File: src/rtl/seg_pkg.sv
package seg_pkg;
  typedef enum logic [1:0] {
    FLT_NONE   = 2'd0,
    FLT_NULL   = 2'd1,
    FLT_BOUNDS = 2'd2,
    FLT_ABSENT = 2'd3
  } flt_e;

  typedef struct packed {
    logic [31:0] base;
    logic [19:0] limit;
    logic [7:0]  access;
    logic [3:0]  flags;
  } seg_cache_t;
endpackage

File: src/rtl/seg_addr_gen.sv
module seg_addr_gen #(
  parameter int ADDR_W = 32,
  parameter int SEL_W  = 16,
  parameter int LIM_W  = 16
) (
  input  logic [SEL_W-1:0]  sel,
  input  logic [ADDR_W-1:0] gbase,
  input  logic [LIM_W-1:0]  glimit,
  input  logic [ADDR_W-1:0] lbase,
  input  logic [LIM_W-1:0]  llimit,
  output logic [ADDR_W-1:0] entry_addr,
  output logic              is_null,
  output logic              out_of_bounds
);
  localparam int IDX_W = SEL_W - 3;
  localparam int OFF_W = IDX_W + 4;

  logic [IDX_W-1:0]  idx;
  logic              use_local;
  logic [OFF_W-1:0]  last_off;
  logic [OFF_W-1:0]  lim_ext;

  always_comb begin
    idx        = sel[SEL_W-1:3];
    use_local  = sel[2];
    last_off   = {1'b0, idx, 3'b111};
    lim_ext    = OFF_W'(use_local ? llimit : glimit);
    entry_addr = (use_local ? lbase : gbase) + ADDR_W'({idx, 3'b000});
    is_null    = !use_local && (idx == '0);
    out_of_bounds = last_off > lim_ext;
  end
endmodule

File: src/rtl/seg_desc_decode.sv
module seg_desc_decode
  import seg_pkg::*;
(
  input  logic [31:0] lo,
  input  logic [31:0] hi,
  output seg_cache_t  fields,
  output logic        present,
  output logic        accessed
);
  always_comb begin
    fields.limit  = {hi[19:16], lo[15:0]};
    fields.base   = {hi[31:24], hi[7:0], lo[31:16]};
    fields.access = hi[15:8];
    fields.flags  = hi[23:20];
    present       = hi[15];
    accessed      = hi[8];
  end
endmodule

File: src/rtl/seg_fetch_ctrl.sv
module seg_fetch_ctrl
  import seg_pkg::*;
#(
  parameter int ADDR_W = 32,
  parameter int DATA_W = 32
) (
  input  logic              clk,
  input  logic              rst,
  input  logic              sel_wr,
  input  logic              is_null,
  input  logic              out_of_bounds,
  input  logic [ADDR_W-1:0] entry_addr,
  input  logic              present,
  input  logic              accessed,
  output logic              rd_valid,
  input  logic              rd_ready,
  output logic [ADDR_W-1:0] rd_addr,
  input  logic              rsp_valid,
  input  logic [DATA_W-1:0] rsp_data,
  output logic              wr_valid,
  input  logic              wr_ready,
  output logic [ADDR_W-1:0] wr_addr,
  output logic [7:0]        wr_byte,
  output logic [DATA_W-1:0] lo_q,
  output logic [DATA_W-1:0] hi_q,
  output logic              busy,
  output logic              accept,
  output logic              commit,
  output logic              done,
  output logic              fault,
  output flt_e              fault_code
);
  localparam int WORD_BYTES = DATA_W / 8;
  localparam int AR_OFFSET  = 5;

  typedef enum logic [2:0] {S_IDLE, S_CHK, S_RD0, S_RS0, S_RD1, S_RS1, S_EVAL, S_WB} st_e;
  st_e st;

  always_comb begin
    busy     = st != S_IDLE;
    accept   = (st == S_IDLE) && sel_wr;
    rd_valid = (st == S_RD0) || (st == S_RD1);
    rd_addr  = entry_addr + ((st == S_RD1) ? ADDR_W'(WORD_BYTES) : '0);
    wr_valid = st == S_WB;
    wr_addr  = entry_addr + ADDR_W'(AR_OFFSET);
    wr_byte  = hi_q[15:8] | 8'h01;
    commit   = ((st == S_EVAL) && present && accessed) || ((st == S_WB) && wr_ready);
  end

  always_ff @(posedge clk) begin
    if (rst) begin
      st         <= S_IDLE;
      lo_q       <= '0;
      hi_q       <= '0;
      done       <= 1'b0;
      fault      <= 1'b0;
      fault_code <= FLT_NONE;
    end else begin
      done  <= commit;
      fault <= 1'b0;
      unique case (st)
        S_IDLE: if (sel_wr) st <= S_CHK;
        S_CHK: begin
          if (is_null) begin
            fault <= 1'b1; fault_code <= FLT_NULL; st <= S_IDLE;
          end else if (out_of_bounds) begin
            fault <= 1'b1; fault_code <= FLT_BOUNDS; st <= S_IDLE;
          end else begin
            fault_code <= FLT_NONE; st <= S_RD0;
          end
        end
        S_RD0: if (rd_ready) st <= S_RS0;
        S_RS0: if (rsp_valid) begin lo_q <= rsp_data; st <= S_RD1; end
        S_RD1: if (rd_ready) st <= S_RS1;
        S_RS1: if (rsp_valid) begin hi_q <= rsp_data; st <= S_EVAL; end
        S_EVAL: begin
          if (!present) begin
            fault <= 1'b1; fault_code <= FLT_ABSENT; st <= S_IDLE;
          end else if (!accessed) st <= S_WB;
          else st <= S_IDLE;
        end
        S_WB: if (wr_ready) st <= S_IDLE;
        default: st <= S_IDLE;
      endcase
    end
  end

  AST_RD_HOLD: assert property (@(posedge clk) disable iff (rst)
    rd_valid && !rd_ready |=> rd_valid && $stable(rd_addr));
  AST_NULL_NO_READ: assert property (@(posedge clk) disable iff (rst)
    (st == S_CHK) && is_null |=> !rd_valid && fault);
  AST_OOB_NO_READ: assert property (@(posedge clk) disable iff (rst)
    (st == S_CHK) && !is_null && out_of_bounds |=> !rd_valid && fault);
  AST_RESULT_EXCL: assert property (@(posedge clk) disable iff (rst)
    !(done && fault));
endmodule

File: src/rtl/seg_loader.sv
module seg_loader
  import seg_pkg::*;
#(
  parameter int ADDR_W = 32,
  parameter int SEL_W  = 16,
  parameter int LIM_W  = 16,
  parameter int DATA_W = 32
) (
  input  logic              clk,
  input  logic              rst,
  input  logic              sel_wr,
  input  logic [SEL_W-1:0]  sel_in,
  input  logic [ADDR_W-1:0] gtab_base,
  input  logic [LIM_W-1:0]  gtab_limit,
  input  logic [ADDR_W-1:0] ltab_base,
  input  logic [LIM_W-1:0]  ltab_limit,
  output logic              rd_valid,
  input  logic              rd_ready,
  output logic [ADDR_W-1:0] rd_addr,
  input  logic              rsp_valid,
  input  logic [DATA_W-1:0] rsp_data,
  output logic              wr_valid,
  input  logic              wr_ready,
  output logic [ADDR_W-1:0] wr_addr,
  output logic [7:0]        wr_byte,
  output logic              busy,
  output logic              done,
  output logic              fault,
  output logic [1:0]        fault_code,
  input  logic              use_req,
  output logic              use_fault,
  output logic              cache_valid,
  output logic [SEL_W-1:0]  cache_sel,
  output logic [31:0]       cache_base,
  output logic [19:0]       cache_limit,
  output logic [7:0]        cache_access,
  output logic [3:0]        cache_flags
);
  logic [SEL_W-1:0]  sel_q;
  logic [ADDR_W-1:0] entry_addr;
  logic              is_null, oob, present, accessed, accept, commit;
  logic [DATA_W-1:0] lo_q, hi_q;
  seg_cache_t        dec, cache_q;
  flt_e              fcode;

  seg_addr_gen #(.ADDR_W(ADDR_W), .SEL_W(SEL_W), .LIM_W(LIM_W)) u_addr (
    .sel(sel_q), .gbase(gtab_base), .glimit(gtab_limit),
    .lbase(ltab_base), .llimit(ltab_limit),
    .entry_addr(entry_addr), .is_null(is_null), .out_of_bounds(oob)
  );

  seg_desc_decode u_dec (
    .lo(lo_q), .hi(hi_q), .fields(dec), .present(present), .accessed(accessed)
  );

  seg_fetch_ctrl #(.ADDR_W(ADDR_W), .DATA_W(DATA_W)) u_ctrl (
    .clk(clk), .rst(rst), .sel_wr(sel_wr), .is_null(is_null), .out_of_bounds(oob),
    .entry_addr(entry_addr), .present(present), .accessed(accessed),
    .rd_valid(rd_valid), .rd_ready(rd_ready), .rd_addr(rd_addr),
    .rsp_valid(rsp_valid), .rsp_data(rsp_data),
    .wr_valid(wr_valid), .wr_ready(wr_ready), .wr_addr(wr_addr), .wr_byte(wr_byte),
    .lo_q(lo_q), .hi_q(hi_q), .busy(busy), .accept(accept), .commit(commit),
    .done(done), .fault(fault), .fault_code(fcode)
  );

  always_ff @(posedge clk) begin
    if (rst) begin
      sel_q       <= '0;
      cache_q     <= '0;
      cache_valid <= 1'b0;
      cache_sel   <= '0;
    end else begin
      if (accept) sel_q <= sel_in;
      if (commit) begin
        cache_q           <= dec;
        cache_q.access[0] <= 1'b1;
        cache_valid       <= 1'b1;
        cache_sel         <= sel_q;
      end
    end
  end

  always_comb begin
    fault_code   = fcode;
    use_fault    = use_req && !cache_valid;
    cache_base   = cache_q.base;
    cache_limit  = cache_q.limit;
    cache_access = cache_q.access;
    cache_flags  = cache_q.flags;
  end

  AST_FAULT_KEEPS_CACHE: assert property (@(posedge clk) disable iff (rst)
    fault |-> $stable(cache_q) && $stable(cache_valid) && $stable(cache_sel));
  AST_DONE_VALID: assert property (@(posedge clk) disable iff (rst)
    done |-> cache_valid && !busy);
  AST_DONE_ACCESSED: assert property (@(posedge clk) disable iff (rst)
    done |-> cache_access[0] && cache_access[7]);
  AST_USE_NO_FETCH: assert property (@(posedge clk) disable iff (rst)
    !busy |-> !rd_valid && !wr_valid);
endmodule

File: config.mk
export PLATFORM = sky130hd
export DESIGN_NAME = seg_loader
export DESIGN_NICKNAME = d
export VERILOG_FILES = /design/src/rtl/seg_pkg.sv /design/src/rtl/seg_addr_gen.sv /design/src/rtl/seg_desc_decode.sv /design/src/rtl/seg_fetch_ctrl.sv /design/src/rtl/seg_loader.sv
export SDC_FILE = /design/constraint.sdc
export NUM_CORES = 1
export LEC_CHECK = 0
export BUFFER_PORTS_ARGS = -buffer_cell sky130_fd_sc_hd__clkbuf_2
export CAP_MARGIN = 20
export CORE_MARGIN = 8
export CORE_UTILIZATION = 38
export DETAILED_ROUTE_END_ITERATION = 6
export PLACE_DENSITY = 0.73
export SYNTH_ARGS = -nofsm -noshare
export SYNTH_HDL_FRONTEND = slang
export SYNTH_HIERARCHICAL = 1
export SYNTH_SLANG_ARGS = --single-unit
export TNS_END_PERCENT = 20
File: constraint.sdc
create_clock -name clk -period 12.7 [get_ports clk]
set_input_delay 1.27 -clock clk [delete_from_list [all_inputs] [get_ports clk]]
set_output_delay 1.27 -clock clk [all_outputs]
set_load 0.01 [all_outputs]
# Yosys cells after proc, flatten, opt, wreduce, memory -nomap -nowiden
# Cells that the tools add are included.
# word_totals
register_bits	168
in_bits	151
output_inout_bits	161
# classes
addsub	3
magnitude_cmp	1
n_eq_ne	14
n_mux	22
reduce_logical	18
# ops
operator	count
$add 32x16->32	1
$add 32x3->32 const B	1
$add 32x32->32	1
$mux 32	1
$mux 3	10
$pmux 3 s8	1
$gt 16x17->1	1
$mux 16	1
$logic_not 13->1	1
$eq 3x3->1 const B	4
$ne 2x2->1 const B	6
$mux 2	4
$eq 3x2->1 const B	2
$logic_and 1x1->1	6
$reduce_and 2->1	3
$reduce_and 6->1	1
$pmux 2 s2	1
$eq 3x1->1 const B	1
$logic_not 3->1	1
$mux 1	3
$reduce_bool 3->1	1
$logic_not 1->1	2
$logic_or 1x1->1	2
$ne 2x1->1 const B	1
other kinds (2)	2

# Longest topological paths before layout
# depth
ltp_word	5
mapped_depth	18
mapped_depth_nobuf	13

# Modules after synthesis
# Netlist, hierarchy kept.
# modules_own_cells
module	n_inst	cells_per_inst	area_per_inst_um2	seq_area_each_um2
seg_fetch_ctrl	1	521	3851.2	1421.4
seg_loader	1	312	3452.1	1921.8
seg_addr_gen	1	245	1964.4	0.0
seg_desc_decode	1	66	495.5	0.0

# Least setup slack after synthesis
# No wires, ideal clock.
# synth_timing
kind	input-to-output
from	input port ltab_base[3]
to	output port rd_addr[30]
arrival_ns	4.491
required_ns	11.430
path_slack_ns	6.939
path_stages	13
cell_sequence	mux2_2 ha_1 fa_1 a21o_1 a221oi_2 nor3_2 o211ai_2 nor3_2 xnor2_1 nand3_1 nor4_1 nand4_1 xnor2_1
# synth_between
elab_chain_cells	3
# synth_lines
element	line_no	source
from (decl)	seg_loader.sv:15	input logic [ADDR_W-1:0] ltab_base,
$mux 32	seg_addr_gen.sv:28	entry_addr = (use_local ? lbase : gbase) + ADDR_W'({idx, 3'b000});
$add 32x16->32	seg_addr_gen.sv:28	
net entry_addr[25]	seg_loader.sv:40	logic [ADDR_W-1:0] entry_addr;
$add 32x32->32	seg_fetch_ctrl.sv:43	rd_addr = entry_addr + ((st == S_RD1) ? ADDR_W'(WORD_BYTES) : '0);
to (decl)	seg_loader.sv:19	output logic [ADDR_W-1:0] rd_addr,
# The timed path passes the listed nets, and every way through them passes these cells.

# Worst setup path after layout
# layout_timing
from	register sel_q[2]
to	output port rd_addr[30]
# layout_between
elab_chain_cells	3
# layout_lines
element	line_no	source
from (decl)	seg_loader.sv:39	logic [SEL_W-1:0] sel_q;
from (signal assigned)	seg_loader.sv:73	if (accept) sel_q <= sel_in;
$mux 32	seg_addr_gen.sv:28	
$add 32x16->32	seg_addr_gen.sv:28	
net entry_addr[15]	seg_loader.sv:40	
$add 32x32->32	seg_fetch_ctrl.sv:43	
# The timed path passes the listed nets, and every way through them passes these cells.

==> flow_summary_export.csv <==
group,metric,value,unit
min_path,hold_start,"u_ctrl/hi_q[7]$_SDFFE_PP0P_",
detailed_routing,route.detailed.drc,0,
setup_path,cp_slowest_cell,"nor4_1",
detailed_routing,wirelength,29890,µm
floorplan,ios,312,
timing,setup-violations-final,0,
timing,min_period_over_period,55.83,%
power_and_ir_drop,clkPwrFrac,36.3,%
setup_path,cpPeakStageDelay,710,ps
power_and_ir_drop,seqPwrFrac,39.3,%
cells_and_area,stdcell_area,11380,µm²
synthesis,syn_area,9756,µm²
floorplan,coreArea,25180,µm²
cts,cts_resized,0,
cells_and_area,nNetsFinal,1510,
cts,htree_levels,4,
placed_design,place_area,10770,µm²
power_and_ir_drop,p_leak,4.612,nW
placed_design,routabilityCongestion,0.9256,
power_and_ir_drop,power.total,1.389,mW
power_and_ir_drop,p_int,924.9,µW
min_path,hold_class,"flip-flop to flip-flop",
setup_path,critPathArrivalTime,5820,ps
cells_and_area,postLayoutCoreUtil,45.19,%
floorplan,die_area,31060,µm²
cts,cts.sink_count,167,
cts,cts_tree,"done",
detailed_routing,avgViaCountPerCell,5.061,
placed_design,dp_slack,6145,ps
cts,numCtsBuffers,17,
timing,max_slew_margin,29.35,%
timing,finalClockSkew,13.86,ps
timing,whs,455.9,ps
cts,worstSkewPairLatency,420,ps
timing,fmax,0.1410,GHz
setup_path,crit_path_end_kind,"primary output",
floorplan,die_y,176.2,µm
floorplan,die_w,176.2,µm
setup_path,cp.required,11430,ps
timing,setup_slack,5609,ps
detailed_routing,ant_nets,0,
detailed_routing,wl_per_cell,17.88,µm
cells_and_area,diodes,0,
power_and_ir_drop,p_comb_share,24.4,%
global_routing,grt_max_degree,114,
global_routing,grt_pass1_vias,8229,
setup_path,crit_chain,"buf_4 > mux2_2 > ha_1 > fa_1 > a21o_1 > a221oi_2 > a2111o_1 > nand2_1 > xor2_1 > nand4_1 > nor4_1 > nand4_1 > xnor2_1 > clkbuf_2",
setup_path,path_max_fanout,60,
timing,finalSetupTns,0,ps
synthesis,yosys_warnings,6,
timing,rsz0062_at_grt,"no",
timing,layout_min_cycle_time,7091,ps
global_routing,grt_first_pass_wirelength,45390,µm
cts,clk_pin_slew,70,ps
power_and_ir_drop,p_per_area,122.0,nW/µm²
timing,tightest_slew,1060,ps
detailed_routing,drt-initial-drc-count,579,
min_path,whs_path_depth,2,
synthesis,synthesis.nets,1324,
timing,timing_hold_violations_final,0,
cells_and_area,areaGrowthSynthToFinish,16.65,%
cells_and_area,instances_no_fill,1672,
setup_path,r2r-end,"u_ctrl/fault$_SDFF_PP0_",
setup_path,r2r_cells,12,
min_path,min_to,"u_ctrl/hi_q[7]$_SDFFE_PP0P_",
cts,post_cts_buffers,0,
detailed_routing,drtPass1Iterations,5,
global_routing,antenna_found_initial,1,
cts,cts_hold_buf,0,
synthesis,syn_inst,1143,
setup_path,crit_path_start_kind,"flip-flop",
floorplan,start_util,38.74,%
detailed_routing,num_vias,8462,
placed_design,dp_hpwl,22880,µm
cells_and_area,drive_gt1_share,29.43,%
placed_design,dp.cells,1639,
timing,maxSlewViolCount,0,
setup_path,r2r_slack,9120,ps
placed_design,io_buffers,310,
cts,cts_root_buffer,"clkbuf_16",
power_and_ir_drop,p_sw_share,33.41,%
cts,cts_buffer_depth,2,
setup_path,worst-setup-path-type,"flip-flop to primary output",
synthesis,synth_area_per_cell,8.535,µm²
job,maxCapViolCount,0,
setup_path,reg2reg_from,"sel_q[2]$_SDFFE_PP0P_",
global_routing,track_usage,18.17,%
global_routing,grt-ovfl-total,0,
power_and_ir_drop,ir_drop,0.07704,mV
floorplan,rows,58,
setup_path,cp_common_cell,"nand4_1",
power_and_ir_drop,p_sw,464.0,µW
outcome,status,"completed",
## power by group through the flow
stage,Sequential [mW],Clock [mW],Combinational [mW]
3_5_place_dp,0.559,0,0.337
6_report,0.546,0.504,0.339
2_1_floorplan,0.550,0,0.230
4_1_cts,0.546,0.518,0.338
5_1_grt,0.548,0.542,0.367
3_3_place_gp,0.558,0,0.334
## worst max-delay path by stage
stage	depth (start not counted)	to	startpoint	slack, ps
after floorplan	13	rd_addr[30]	ltab_base[3]	6940
after global placement	13	wr_addr[16]	ltab_base[3]	6220
after detailed placement	13	wr_addr[16]	sel_q[2]$_SDFFE_PP0P_	6140
after CTS	13	wr_addr[16]	sel_q[2]$_SDFFE_PP0P_	5680
after global routing	14	rd_addr[27]	sel_q[2]$_SDFFE_PP0P_	5250
final	14	rd_addr[30]	sel_q[2]$_SDFFE_PP0P_	5610
## sequential cells by signal (all words and copies together), names as in the netlist
name,flops
u_ctrl/done,1
u_ctrl/lo_q,32
sel_q,16
cache_access,8
u_ctrl/fault,1
cache_flags,4
cache_limit,20
u_ctrl/hi_q,32
u_ctrl/st,3
u_ctrl/fault_code,2
cache_sel,16
cache_base,32
## metal layers
layer	GRT usage [%]	share of wire [%]	vias to the layer above
met4	5.334	2.1	2
met1	20.66	40	3900
met3	7.007	10	35
li1	-	-	4193
met2	31.09	48	332
met5	0	0.043	-
## final cells by class
type | instances | area (µm²)
multi-input combinational | 819 | 5386
clock buffer | 17 | 425.4
fill | 2467 | 13800
sequential | 167 | 3344
tap | 330 | 412.9
clock inverter | 15 | 157.7
inverter | 7 | 26.28
timing repair buffer | 317 | 1627
## layout by cell type (no fill, tap or decap), drive strengths merged, types with 8 or more instances in the layout
cell	count
nand2	163
nor4	10
a21oi	97
nand3	33
buf	8
xor2	30
xnor2	55
nor2b	17
nor3	10
clkinv	8
nor2	131
o21ai	17
mux2i	114
clkbuf	326
dfxtp	167
nand4	19
mux2	17
ha	29
inv	13
## worst max-delay path: cells and delay by family (launching register included)
kind	cells	cell delay [ps]
xor+xnor	2	760
simple gates	4	1220
compound gates	3	940
flops	1	640
fa+ha+maj	2	650
buf+inv	2	760
mux	1	410
(Power assumes the default switching activity.)
